[config.mk]
export PLATFORM = sky130hd
export DESIGN_NAME = bpwm_top
export DESIGN_NICKNAME = d
export VERILOG_FILES = /design/src/rtl/bpwm_pkg.sv /design/src/rtl/bpwm_regs.sv /design/src/rtl/bpwm_prescale.sv /design/src/rtl/bpwm_core.sv /design/src/rtl/bpwm_top.sv
export SDC_FILE = /design/constraint.sdc
export NUM_CORES = 1
export LEC_CHECK = 0
export BUFFER_PORTS_ARGS = -buffer_cell sky130_fd_sc_hd__buf_2
export CORE_AREA = 2 2 106 108
export CTS_CLUSTER_SIZE = 30
export DETAILED_ROUTE_END_ITERATION = 6
export DIE_AREA = 0 0 108 110
export RECOVER_POWER = 100
export SLEW_MARGIN = 10
export SYNTH_ARGS = -nofsm -noshare
export SYNTH_HDL_FRONTEND = slang
export SYNTH_HIERARCHICAL = 1
export SYNTH_SLANG_ARGS = --single-unit
[constraint.sdc]
create_clock -name clk -period 2.25 [get_ports clk]
set_input_delay 0.675 -clock clk [delete_from_list [all_inputs] [get_ports clk]]
set_output_delay 0.675 -clock clk [all_outputs]
set_load 0.02 [all_outputs]
[src/rtl/bpwm_pkg.sv]
package bpwm_pkg;
  localparam int ADDR_W   = 3;
  localparam int DATA_W   = 32;
  localparam int CMP_W    = 8;
  localparam int PRE_W    = 3;
  localparam int PRE_MAX  = 6;
  // field positions inside the register words
  localparam int CMP_LSB  = 8;
  localparam int POL_BIT  = 4;
  localparam int PRE_LSB  = 0;
  localparam int SRC_BIT  = 0;
  localparam int CMD_BIT  = 0;
  localparam int STAT_BIT = 0;

  typedef enum logic [ADDR_W-1:0] {
    RA_SETUP  = 3'd0,
    RA_SOURCE = 3'd1,
    RA_START  = 3'd2,
    RA_STOP   = 3'd3,
    RA_STATUS = 3'd4
  } reg_addr_e;

  typedef enum logic [1:0] {
    ST_IDLE,
    ST_ARM,
    ST_RUN,
    ST_DRAIN
  } run_state_e;
endpackage

[src/rtl/bpwm_regs.sv]
module bpwm_regs
  import bpwm_pkg::*;
#(
  parameter int CW = CMP_W,
  parameter int PW = PRE_W
) (
  input  logic              clk,
  input  logic              rst_n,
  input  logic              reg_we,
  input  logic [ADDR_W-1:0] reg_addr,
  input  logic [DATA_W-1:0] reg_wdata,
  output logic [DATA_W-1:0] reg_rdata,
  input  logic              run,
  output logic [CW-1:0]     cfg_cmp,
  output logic              cfg_pol,
  output logic [PW-1:0]     cfg_pre,
  output logic              cfg_src,
  output logic              start_cmd,
  output logic              stop_cmd
);
  reg_addr_e ra;
  assign ra = reg_addr_e'(reg_addr);

  logic [CW-1:0] cmp_q, cmp_d;
  logic          pol_q, pol_d;
  logic [PW-1:0] pre_q, pre_d;
  logic          src_q, src_d;

  // next-state for the stored fields
  always_comb begin
    cmp_d = cmp_q;
    pol_d = pol_q;
    pre_d = pre_q;
    src_d = src_q;
    if (reg_we && ra == RA_SETUP) begin
      cmp_d = reg_wdata[CMP_LSB +: CW];
      pol_d = reg_wdata[POL_BIT];
      pre_d = reg_wdata[PRE_LSB +: PW];
    end
    if (reg_we && ra == RA_SOURCE) begin
      src_d = reg_wdata[SRC_BIT];
    end
  end

  always_ff @(posedge clk or negedge rst_n) begin
    if (!rst_n) begin
      cmp_q <= '0;
      pol_q <= 1'b0;
      pre_q <= '0;
      src_q <= 1'b0;
    end else begin
      cmp_q <= cmp_d;
      pol_q <= pol_d;
      pre_q <= pre_d;
      src_q <= src_d;
    end
  end

  // command strobes: only a written 1 in the command bit counts
  assign start_cmd = reg_we && (ra == RA_START) && reg_wdata[CMD_BIT];
  assign stop_cmd  = reg_we && (ra == RA_STOP)  && reg_wdata[CMD_BIT];

  always_comb begin
    reg_rdata = '0;
    case (ra)
      RA_SETUP: begin
        reg_rdata[CMP_LSB +: CW] = cmp_q;
        reg_rdata[POL_BIT]       = pol_q;
        reg_rdata[PRE_LSB +: PW] = pre_q;
      end
      RA_SOURCE: reg_rdata[SRC_BIT]  = src_q;
      RA_STATUS: reg_rdata[STAT_BIT] = run;
      default:   reg_rdata = '0;
    endcase
  end

  logic unused_wdata;
  assign unused_wdata = ^reg_wdata;

  assign cfg_cmp = cmp_q;
  assign cfg_pol = pol_q;
  assign cfg_pre = pre_q;
  assign cfg_src = src_q;
endmodule

[src/rtl/bpwm_prescale.sv]
module bpwm_prescale #(
  parameter int PW      = 3,
  parameter int PRE_MAX = 6
) (
  input  logic          clk,
  input  logic          rst_n,
  input  logic          en,
  input  logic          base_tick,
  input  logic [PW-1:0] pre_sel,
  output logic          tick
);
  localparam int DIV_W = (PRE_MAX > 0) ? PRE_MAX : 1;

  logic [PW-1:0]    sel_sat;
  logic [DIV_W-1:0] lim;
  logic [DIV_W-1:0] div_q, div_d;

  // out-of-range selects saturate to the largest legal divider
  assign sel_sat = (int'(pre_sel) > PRE_MAX) ? PW'(PRE_MAX) : pre_sel;

  // terminal count 2^N - 1 as a thermometer mask
  generate
    for (genvar i = 0; i < DIV_W; i++) begin : g_lim
      assign lim[i] = (i < int'(sel_sat));
    end
  endgenerate

  assign tick = en && base_tick && (div_q == lim);

  always_comb begin
    div_d = div_q;
    if (!en) begin
      div_d = '0;
    end else if (base_tick) begin
      div_d = tick ? '0 : div_q + 1'b1;
    end
  end

  always_ff @(posedge clk or negedge rst_n) begin
    if (!rst_n) begin
      div_q <= '0;
    end else begin
      div_q <= div_d;
    end
  end
endmodule

[src/rtl/bpwm_core.sv]
module bpwm_core
  import bpwm_pkg::*;
#(
  parameter int CW = CMP_W,
  parameter int PW = PRE_W
) (
  input  logic          clk,
  input  logic          rst_n,
  input  logic          start_cmd,
  input  logic          stop_cmd,
  input  logic          tick,
  input  logic [CW-1:0] cfg_cmp,
  input  logic          cfg_pol,
  input  logic [PW-1:0] cfg_pre,
  output logic          run,
  output logic          busy,
  output logic [CW-1:0] cnt,
  output logic [CW-1:0] act_cmp,
  output logic          act_pol,
  output logic [PW-1:0] act_pre,
  output logic          pwm_out
);
  localparam logic [CW-1:0] CNT_LAST = '1;

  run_state_e    st_q, st_d;
  logic [CW-1:0] cnt_q, cnt_d;
  logic [CW-1:0] cmp_q, cmp_d;
  logic          pol_q, pol_d;
  logic [PW-1:0] pre_q, pre_d;
  logic          wrap;
  logic          load;

  assign wrap = tick && (cnt_q == CNT_LAST);

  always_comb begin
    st_d  = st_q;
    cnt_d = cnt_q;
    load  = 1'b0;
    case (st_q)
      ST_IDLE: begin
        load  = 1'b1;
        cnt_d = '0;
        if (start_cmd) st_d = ST_ARM;
      end
      ST_ARM: begin
        load = 1'b1;
        if (stop_cmd) begin
          st_d = ST_IDLE;
        end else if (tick) begin
          st_d  = ST_RUN;
          cnt_d = '0;
        end
      end
      ST_RUN: begin
        if (stop_cmd) st_d = ST_DRAIN;
        if (tick) cnt_d = cnt_q + 1'b1;
        if (wrap) load = 1'b1;
      end
      ST_DRAIN: begin
        if (tick) cnt_d = cnt_q + 1'b1;
        if (wrap) load = 1'b1;
        if (start_cmd) begin
          st_d = ST_RUN;
        end else if (wrap) begin
          st_d = ST_IDLE;
        end
      end
      default: st_d = ST_IDLE;
    endcase
  end

  // working copy of the setup, refreshed only while stopped or at a wrap
  always_comb begin
    cmp_d = cmp_q;
    pol_d = pol_q;
    pre_d = pre_q;
    if (load) begin
      cmp_d = cfg_cmp;
      pol_d = cfg_pol;
      pre_d = cfg_pre;
    end
  end

  always_ff @(posedge clk or negedge rst_n) begin
    if (!rst_n) begin
      st_q  <= ST_IDLE;
      cnt_q <= '0;
      cmp_q <= '0;
      pol_q <= 1'b0;
      pre_q <= '0;
    end else begin
      st_q  <= st_d;
      cnt_q <= cnt_d;
      cmp_q <= cmp_d;
      pol_q <= pol_d;
      pre_q <= pre_d;
    end
  end

  assign run     = (st_q == ST_RUN) || (st_q == ST_DRAIN);
  assign busy    = (st_q != ST_IDLE);
  assign cnt     = cnt_q;
  assign act_cmp = cmp_q;
  assign act_pol = pol_q;
  assign act_pre = pre_q;
  assign pwm_out = (run && (cnt_q < cmp_q)) ? pol_q : ~pol_q;
endmodule

[src/rtl/bpwm_top.sv]
module bpwm_top
  import bpwm_pkg::*;
#(
  parameter int DUTY_W   = CMP_W,
  parameter int PSEL_W   = PRE_W,
  parameter int PSEL_MAX = PRE_MAX
) (
  input  logic              clk,
  input  logic              rst_n,
  input  logic              slow_tick,
  input  logic              reg_we,
  input  logic [ADDR_W-1:0] reg_addr,
  input  logic [DATA_W-1:0] reg_wdata,
  output logic [DATA_W-1:0] reg_rdata,
  output logic              pwm_out
);
  logic [DUTY_W-1:0] cfg_cmp;
  logic              cfg_pol;
  logic [PSEL_W-1:0] cfg_pre;
  logic              cfg_src;
  logic              start_cmd;
  logic              stop_cmd;
  logic              run;
  logic              busy;
  logic              base_tick;
  logic              pre_tick;
  logic [DUTY_W-1:0] per_cnt;
  logic [DUTY_W-1:0] act_cmp;
  logic              act_pol;
  logic [PSEL_W-1:0] act_pre;

  bpwm_regs #(.CW(DUTY_W), .PW(PSEL_W)) u_regs (
    .clk       (clk),
    .rst_n     (rst_n),
    .reg_we    (reg_we),
    .reg_addr  (reg_addr),
    .reg_wdata (reg_wdata),
    .reg_rdata (reg_rdata),
    .run       (run),
    .cfg_cmp   (cfg_cmp),
    .cfg_pol   (cfg_pol),
    .cfg_pre   (cfg_pre),
    .cfg_src   (cfg_src),
    .start_cmd (start_cmd),
    .stop_cmd  (stop_cmd)
  );

  // source select modelled as a choice of clock enable
  assign base_tick = cfg_src ? 1'b1 : slow_tick;

  bpwm_prescale #(.PW(PSEL_W), .PRE_MAX(PSEL_MAX)) u_pre (
    .clk       (clk),
    .rst_n     (rst_n),
    .en        (busy),
    .base_tick (base_tick),
    .pre_sel   (act_pre),
    .tick      (pre_tick)
  );

  bpwm_core #(.CW(DUTY_W), .PW(PSEL_W)) u_core (
    .clk       (clk),
    .rst_n     (rst_n),
    .start_cmd (start_cmd),
    .stop_cmd  (stop_cmd),
    .tick      (pre_tick),
    .cfg_cmp   (cfg_cmp),
    .cfg_pol   (cfg_pol),
    .cfg_pre   (cfg_pre),
    .run       (run),
    .busy      (busy),
    .cnt       (per_cnt),
    .act_cmp   (act_cmp),
    .act_pol   (act_pol),
    .act_pre   (act_pre),
    .pwm_out   (pwm_out)
  );
endmodule

==> metrics.md, run 1 <==
| Metric | Value |
|---|---|
| Status | `complete, but fails checks` |
| Failing checks | `negative setup slack` |
| Post-layout min period | `2610 ps` |
| Arr. time, crit path | `a little under 2000 ps` |
| RSZ-0062 raised after global routing | `yes` |
| Synthesized instance count | `243` |
| P per Cell Area | `roughly 1000 mW/mm^2` |
| Vias per inst | `4.42` |
| Antenna cells | `0` |
| Placed cells | `436` |
| WL per Instance | `12.5 um` |
| Final-report hold violation count | `0` |
| Antenna viol nets, final | `0` |
| Buffers on Ports | `31` |
| Die width | `between 100 and 150 um` |
| Drt first pass iters | `4` |
| Clock Skew | `9.73 ps` |
| Die height | `roughly 110 um` |
| Die Area | `0.0119 sq mm` |
| Vias | `around 2000` |
| Gr usage total | `9.76%` |
| Req. time, crit path | `1570 ps` |
| Setup TNS | `-1810 ps` |
| R2r endpoint | `u_core/st_q[0]` |
| TritonCTS Buffers | `5` |
| R2R Path Start | `u_core/act_pre[2]` |
| Layout cells sized above 1 | `42.7%` |
| I/O pins | `72` |
| Netlist Area Pre-Place | `0.00263 sq mm` |
| Most area-hungry cell type in the Yosys netlist | `dfrtp_1` |
| Initial antenna violation count | `0` |
| Worst setup EP type | `output port` |
| Max-cap violations | `0` |
| Final WL | `5750 um` |
| Crit-path slowest cell | `dfrtp_1` |
| Drt drc | `0` |
| Vias in the first global route | `2050` |
| Initial Util | `approximately a quarter` |
| CTS tree | `built` |
| Slew @ Worst Pin | `1150 ps` |
| Sink Count | `41` |
| CTS root buf | `clkbuf_8` |
| Starting DRT DRC Count | `61` |
| Crit-path cells | `ha_1 -> a2111o_1 -> a31oi_2 -> o21ai_2 -> xor2_2 -> buf_6` |
| Critical Path End | `pwm_out` |
| # setup viols final | `26` |
| Max VDD drop | `between 0.5 and 0.6 mV` |
| Layout Nets | `368` |
| Length in cells of the worst reg-to-reg path | `7` |
| Dpl hpwl | `about 4100 um` |
| Largest net degree at the start of global routing | `23` |
| First-pass GRT wire length | `9290 um` |
| Synth Register Bits | `41` |
| Max-slew violations | `0` |
| Placeable Area | `approximately 0.011 sq mm` |
| Main synth FF type | `dfrtp_1` |
| Synthesis-to-finish area growth | `33.2%` |
| Synth async-reset ratio | `100%` |
| Clock H-tree levels | `2` |
| CP Depth | `6` |
| Crit-path max cell delay | `400 ps` |
| Largest fanout on the critical path | `2` |
| Sequential share of the synthesized area | `39.1%` |
| R2r setup slk | `-130 ps` |
| Startpoint types | `flop` |
| Lkg Pwr | `1.67 nW` |
| Yosys warnings | `6` |
| Max frequency | `383 MHz` |
| Period utilization | `116%` |
| Clock transition at path regs | `approximately 80 ps` |
| Max-slew headroom | `a little under a quarter` |
| RD Place Congestion | `0.786` |
| Clock tree buffer depth | `2` |
| DP Worst Slack | `-234 ps` |
| Gr ovfl total | `0` |
| Post-synth cell types | `58` |
| Skew-Pair Late Insertion Delay | `290 ps` |
| Utilization after layout | `32.7%` |
| EDFF count, synth | `0` |
| Top cells by area, synth | `dfrtp_1 39%, mux2_2 7.7%, buf_4 6.3%` |
| Post-synth top area share | `39.1%` |
| Buf+Inv Stages, Crit Path | `1` |
| Class of the worst hold path | `flop to flop` |
| CP startpoint | `u_core/cnt[1]` |
| Final Non-Filler Cells | `461` |
| Crit path setup slack, layout | `-358 ps` |
| Critical path type | `flop to output port` |
| Synth Area per Inst | `10.8 sq um` |
| Row count | `38` |
| Crit-path leading delay family | `compound AO/OA/AOI/OAI gates` |
## cells in the final DEF, fill, tap and decap left out, drive strengths merged, types with 4 or more instances in the layout
master   n
a22o     4
a31oi    7
and2    12
buf     69
clkbuf  19
conb    20
dfrtp   41
ha       9
inv     11
mux2    28
nand2   16
nand2b   4
nand3    6
nor2    13
nor3     8
xnor2    5
## report_power, final
group	switching, W	internal, W	total, W	leakage (nW)
clock network	0.000252	0.000362	0.000614	0.0585
registers	0.000166	0.000942	0.00111	0.518
logic	0.000797	0.00101	0.00180	1.09
## registers in the layout, indices dropped and copies added, names as in the netlist, 2 cells and up
register / count
u_core/act_cmp: 8
u_core/st_q: 2
u_regs/cfg_cmp: 8
u_core/cnt: 8
u_core/act_pre: 3
u_pre/div_q: 6
u_regs/cfg_pre: 3
## cells in the mapped netlist, drive strengths merged (3+ instances only)
| cell | count |
|---|---|
| mux2 | 28 |
| o211ai | 3 |
| clkbuf | 4 |
| xnor2 | 5 |
| buf | 26 |
| and2 | 12 |
| ha | 9 |
| a22o | 4 |
| nor3b | 3 |
| nand3 | 6 |
| nor3 | 8 |
| nand2b | 4 |
| nand4 | 3 |
| dfrtp | 41 |
| nand2 | 16 |
| inv | 11 |
| nor2 | 13 |
| a31oi | 7 |
| nor2b | 3 |
## how the worst min path moves through the flow
stage | start | end | slack [ps] | cells after the start
floorplan | rst_n | u_core/act_cmp[0] | 380 | 0
global placement | u_core/act_cmp[1] | u_core/act_cmp[1] | 500 | 1
detailed placement | u_core/act_cmp[1] | u_core/act_cmp[1] | 500 | 1
CTS | rst_n | u_core/act_cmp[0] | 350 | 1
global route | u_core/act_cmp[3] | u_core/act_cmp[3] | 540 | 1
finish | u_core/act_cmp[1] | u_core/act_cmp[1] | 520 | 1
## metrics by stage
step	total power (W)	instance area (sq um)	hold slack, ps
detailed placement	0.00261	3110	500
CTS	0.00349	3390	348
global route	0.00375	3500	537
floorplan	0.00216	2750	379
global placement	0.00256	3110	497
finish	0.00352	3500	518
## metal layers
layer / vias to the layer above / part of all wire, % / GRT usage (%)
met2: 39 / 52 / 17.7
met1: 1021 / 44 / 11.9
met5: - / 0 / 0
li1: 970 / - / -
met4: 0 / 1.3 / 2.75
met3: 7 / 2.6 / 1.65
## timing repair
item	4_1_cts	5_1_grt
setup endpoints to repair	21	32
gates cloned	1	1
buffers inserted	9	8
gates resized for setup	21	38
pin swaps	9	8
hold buffers	0	0
## layout make-up
type	instances	area (sq um)
fillers	1095	7200
multi-input cells	180	1520
well taps	140	175
repair buffers	81	622
flip-flops and latches	41	1030
inverters	11	41.3
clock buffers	7	86.3
clock inverters	1	30.0
## cell families (layout without fill, tap and decap cells)
family | after synthesis | after routing | share of synthesized area [%]
xor+xnor | 7 | 7 | 2.34
other cells | 1 | 20 | 0.143
simple gates | 81 | 81 | 18.4
compound gates | 33 | 33 | 10.6
fa+ha+maj | 10 | 10 | 4.67
flops | 41 | 41 | 39.1
mux | 29 | 29 | 14.3
buf+inv | 41 | 100 | 10.5
(Power assumes the default switching activity.)
==> inputs of run 2 (changes only) <==
PLACE_DENSITY_LB_ADDON = 0.05   (was not set)
==> run 2 against run 1 <==
Compared with the run above:
- the flow still finishes with violations (negative setup slack)
- clock-buffer cell count is 2 lower
- highest routed layer unchanged
- sequential share of layout area decreased by 0.57 points
- via count decreased by 0.20%
- flip-flop and latch count unchanged
- register-to-register slack worse by 130 ps
- non-clock buffer count is 12 higher
- clock power is 16% lower
- final area up 2.0%
==> metrics.md, run 2 (synthesis results as in run 1) <==
| Metric | Value |
|---|---|
| CTS tree | `built` |
| Placeable Area | `0.0107 sq mm (unchanged)` |
| Initial Util | `24.5% (unchanged)` |
| Internal Pwr Total | `0.00238 W (+3.1%)` |
| Post-layout min period | `2640 ps (+32.2 ps)` |
| Clock transition at path regs | `90 ps (about the same)` |
| Clock Skew | `5.71 ps (-4.02 ps)` |
| I/O pins | `72 (unchanged)` |
| Sequential share of power | `29.6% (-1.8 points)` |
| Largest net degree at the start of global routing | `19 (-17%)` |
| Fillers | `1122 (+2.5%)` |
| Gr ovfl total | `0 (unchanged)` |
| TritonCTS Buffers | `5 (unchanged)` |
| P per Cell Area | `1050 mW/mm^2 (+4.4%)` |
| CP startpoint | `u_core/act_cmp[1]` |
| Antenna viol nets, final | `0 (unchanged)` |
| Sink Count | `41 (unchanged)` |
| Crit path setup slack, layout | `-391 ps (-32.2 ps)` |
| Max-cap violations | `0 (unchanged)` |
| Die width | `108 um (unchanged)` |
| Slew @ Worst Pin | `1040 ps (-111 ps)` |
| Top Usage Layer GRT | `met2` |
| Vias | `2033 (-0.20%)` |
| Met1 Resource Use GR | `14.8% (+2.9 points)` |
| Clock tree buffer depth | `2 (unchanged)` |
| First-pass GRT wire length | `10200 um (+9.8%)` |
| Skew-Pair Late Insertion Delay | `300 ps (about the same)` |
| Commonest non-fill, non-tap cell in the layout | `dfrtp_1` |
| Final WL | `6350 um (+10%)` |
| Startpoint types | `flop` |
| Max frequency | `379 MHz (-1.2%)` |
| Period utilization | `117% (+1.4 points)` |
| Max-slew violations | `0 (unchanged)` |
| Class of the worst hold path | `flop to flop` |
| Comb power frac | `56.6% (+5.5 points)` |
| Multi-input logic area | `0.00153 sq mm (+1.2%)` |
| Critical path type | `flop to output port` |
| Hold Startpoint | `u_regs/cfg_cmp[5]` |
| Initial antenna violation count | `0 (unchanged)` |
| Power after layout | `0.00375 W (+6.4%)` |
| Synthesis-to-finish area growth | `35.8%` |
| Dpl hpwl | `4590 um (+11%)` |
| # setup viols final | `21 (-19%)` |
| Max-slew headroom | `31.0% (+7.4 points)` |
| Layout Nets | `380 (+3.3%)` |
| Clock Power Share | `13.8% (-3.6 points)` |
| Max VDD drop | `0.430 mV (-25%)` |
| Buffers on Ports | `31 (unchanged)` |
| R2R Path Start | `u_pre/div_q[4]` |
| Worst setup EP type | `output port` |
| Drt first pass iters | `4 (unchanged)` |
| Gr usage total | `11.2% (+1.4 points)` |
| Crit-path cells | `inv_1 -> ha_1 -> a2111o_1 -> a31oi_4 -> o21ai_2 -> xor2_2 -> buf_6` |
| Failing checks | `negative setup slack` |
| Arr. time, crit path | `1970 ps (+40 ps)` |
| Vias per inst | `4.30 (-2.7%)` |
| Most frequent cells in the layout | `40 x dfrtp_1, 38 x buf_4, 20 x buf_2, 20 x conb_1, 16 x mux2_4` |
| Status | `complete, but fails checks` |
| Lkg Pwr | `1.71 nW (+2.1%)` |
| Largest fanout on the critical path | `2 (unchanged)` |
| Req. time, crit path | `1570 ps (about the same)` |
| Vias in the first global route | `1934 (-5.7%)` |
| Row count | `38 (unchanged)` |
| Die height | `110 um (unchanged)` |
| Hold-fix buffers, CTS | `0 (unchanged)` |
| M2 GR Usage | `18.6% (+0.90 points)` |
| DP Worst Slack | `-264 ps (-30.7 ps)` |
| Register area | `0.00103 sq mm (unchanged)` |
| Die Area | `0.0119 sq mm (unchanged)` |
| RD Place Congestion | `0.727 (-7.5%)` |
| Final-report hold violation count | `0 (unchanged)` |
| WL per Instance | `13.4 um (+7.5%)` |
| CTS root buf | `clkbuf_8` |
| Drt drc | `0 (unchanged)` |
| RSZ-0062 raised after global routing | `yes` |
| Sw frac | `36.5% (+2.0 points)` |
| Antenna cells | `0 (unchanged)` |
| Clock H-tree levels | `2 (unchanged)` |
| Switching power | `0.00137 W (+13%)` |
| Starting DRT DRC Count | `33 (-46%)` |
| Crit-path max cell delay | `400 ps (about the same)` |
| Crit-path slowest cell | `a2111o_1` |
| Met3 Track Usage GR | `2.06% (+0.41 points)` |
| Layout cells sized above 1 | `45.0% (+2.4 points)` |
run 2: cell type report:
class                      count  area share [%]
tap                          140            4.91
timing repair buffer          93            19.6
multi-input combinational    180            43.0
clock buffer                   5            1.93
clock inverter                 3           0.596
sequential                    41            28.8
inverter                      11            1.16
run 2: routing by layer:
metal	share of wire, %	wire length [um]
met2	50	3150
met3	2.9	184
met4	0.90	57
met5	0	0
met1	47	2960
run 2: power groups by stage:
stage	clock (W)	sequential [W]	combinational (W)
2_1_floorplan	0	0.00108	0.00107
6_report	0.000518	0.00111	0.00212
3_3_place_gp	0	0.00112	0.00159
5_1_grt	0.000578	0.00114	0.00230
3_5_place_dp	0	0.00113	0.00158
4_1_cts	0.000557	0.00112	0.00211
run 2: what timing repair did:
item                       in CTS  in global routing
gates cloned                    1                  0
setup endpoints to repair      23                 28
buffers inserted               18                  6
resized for setup              32                 21
pin swaps                      13                 13
run 2: critical path, delay by kind of cell (launching register included):
family / cells / cell delay, ps
adders and majority gates: 1 / 280
xor gates and xnor gates: 1 / 180
DFF: 1 / 360
AOI/OAI and AO/OA: 3 / 670
buffers and inverters: 2 / 180
run 2: per-stage QoR:
step	instances	instance area, sq um	hold slack (ps)	utilization (%)	TNS (ps)
floorplan	262	2750	379	-	-2280
global placement	445	3180	501	29.7	-4120
detailed placement	445	3180	510	29.7	-3930
CTS	471	3550	308	33.2	-2820
global route	473	3570	548	33.3	-5840
finish	473	3570	518	33.3	-3370
run 2: worst paths after layout:
check / to / slack [ps] / cells after the start
min in group asynchronous: u_core/cnt[2] / 530 / 1
setup / recovery: pwm_out / -390 / 7
hold reg to reg: u_regs/cfg_cmp[5] / 520 / 1
max in group asynchronous: u_core/act_pre[2] / 420 / 2
setup reg to reg: u_core/cnt[7] / -260 / 10
hold / removal: u_regs/cfg_cmp[5] / 520 / 1
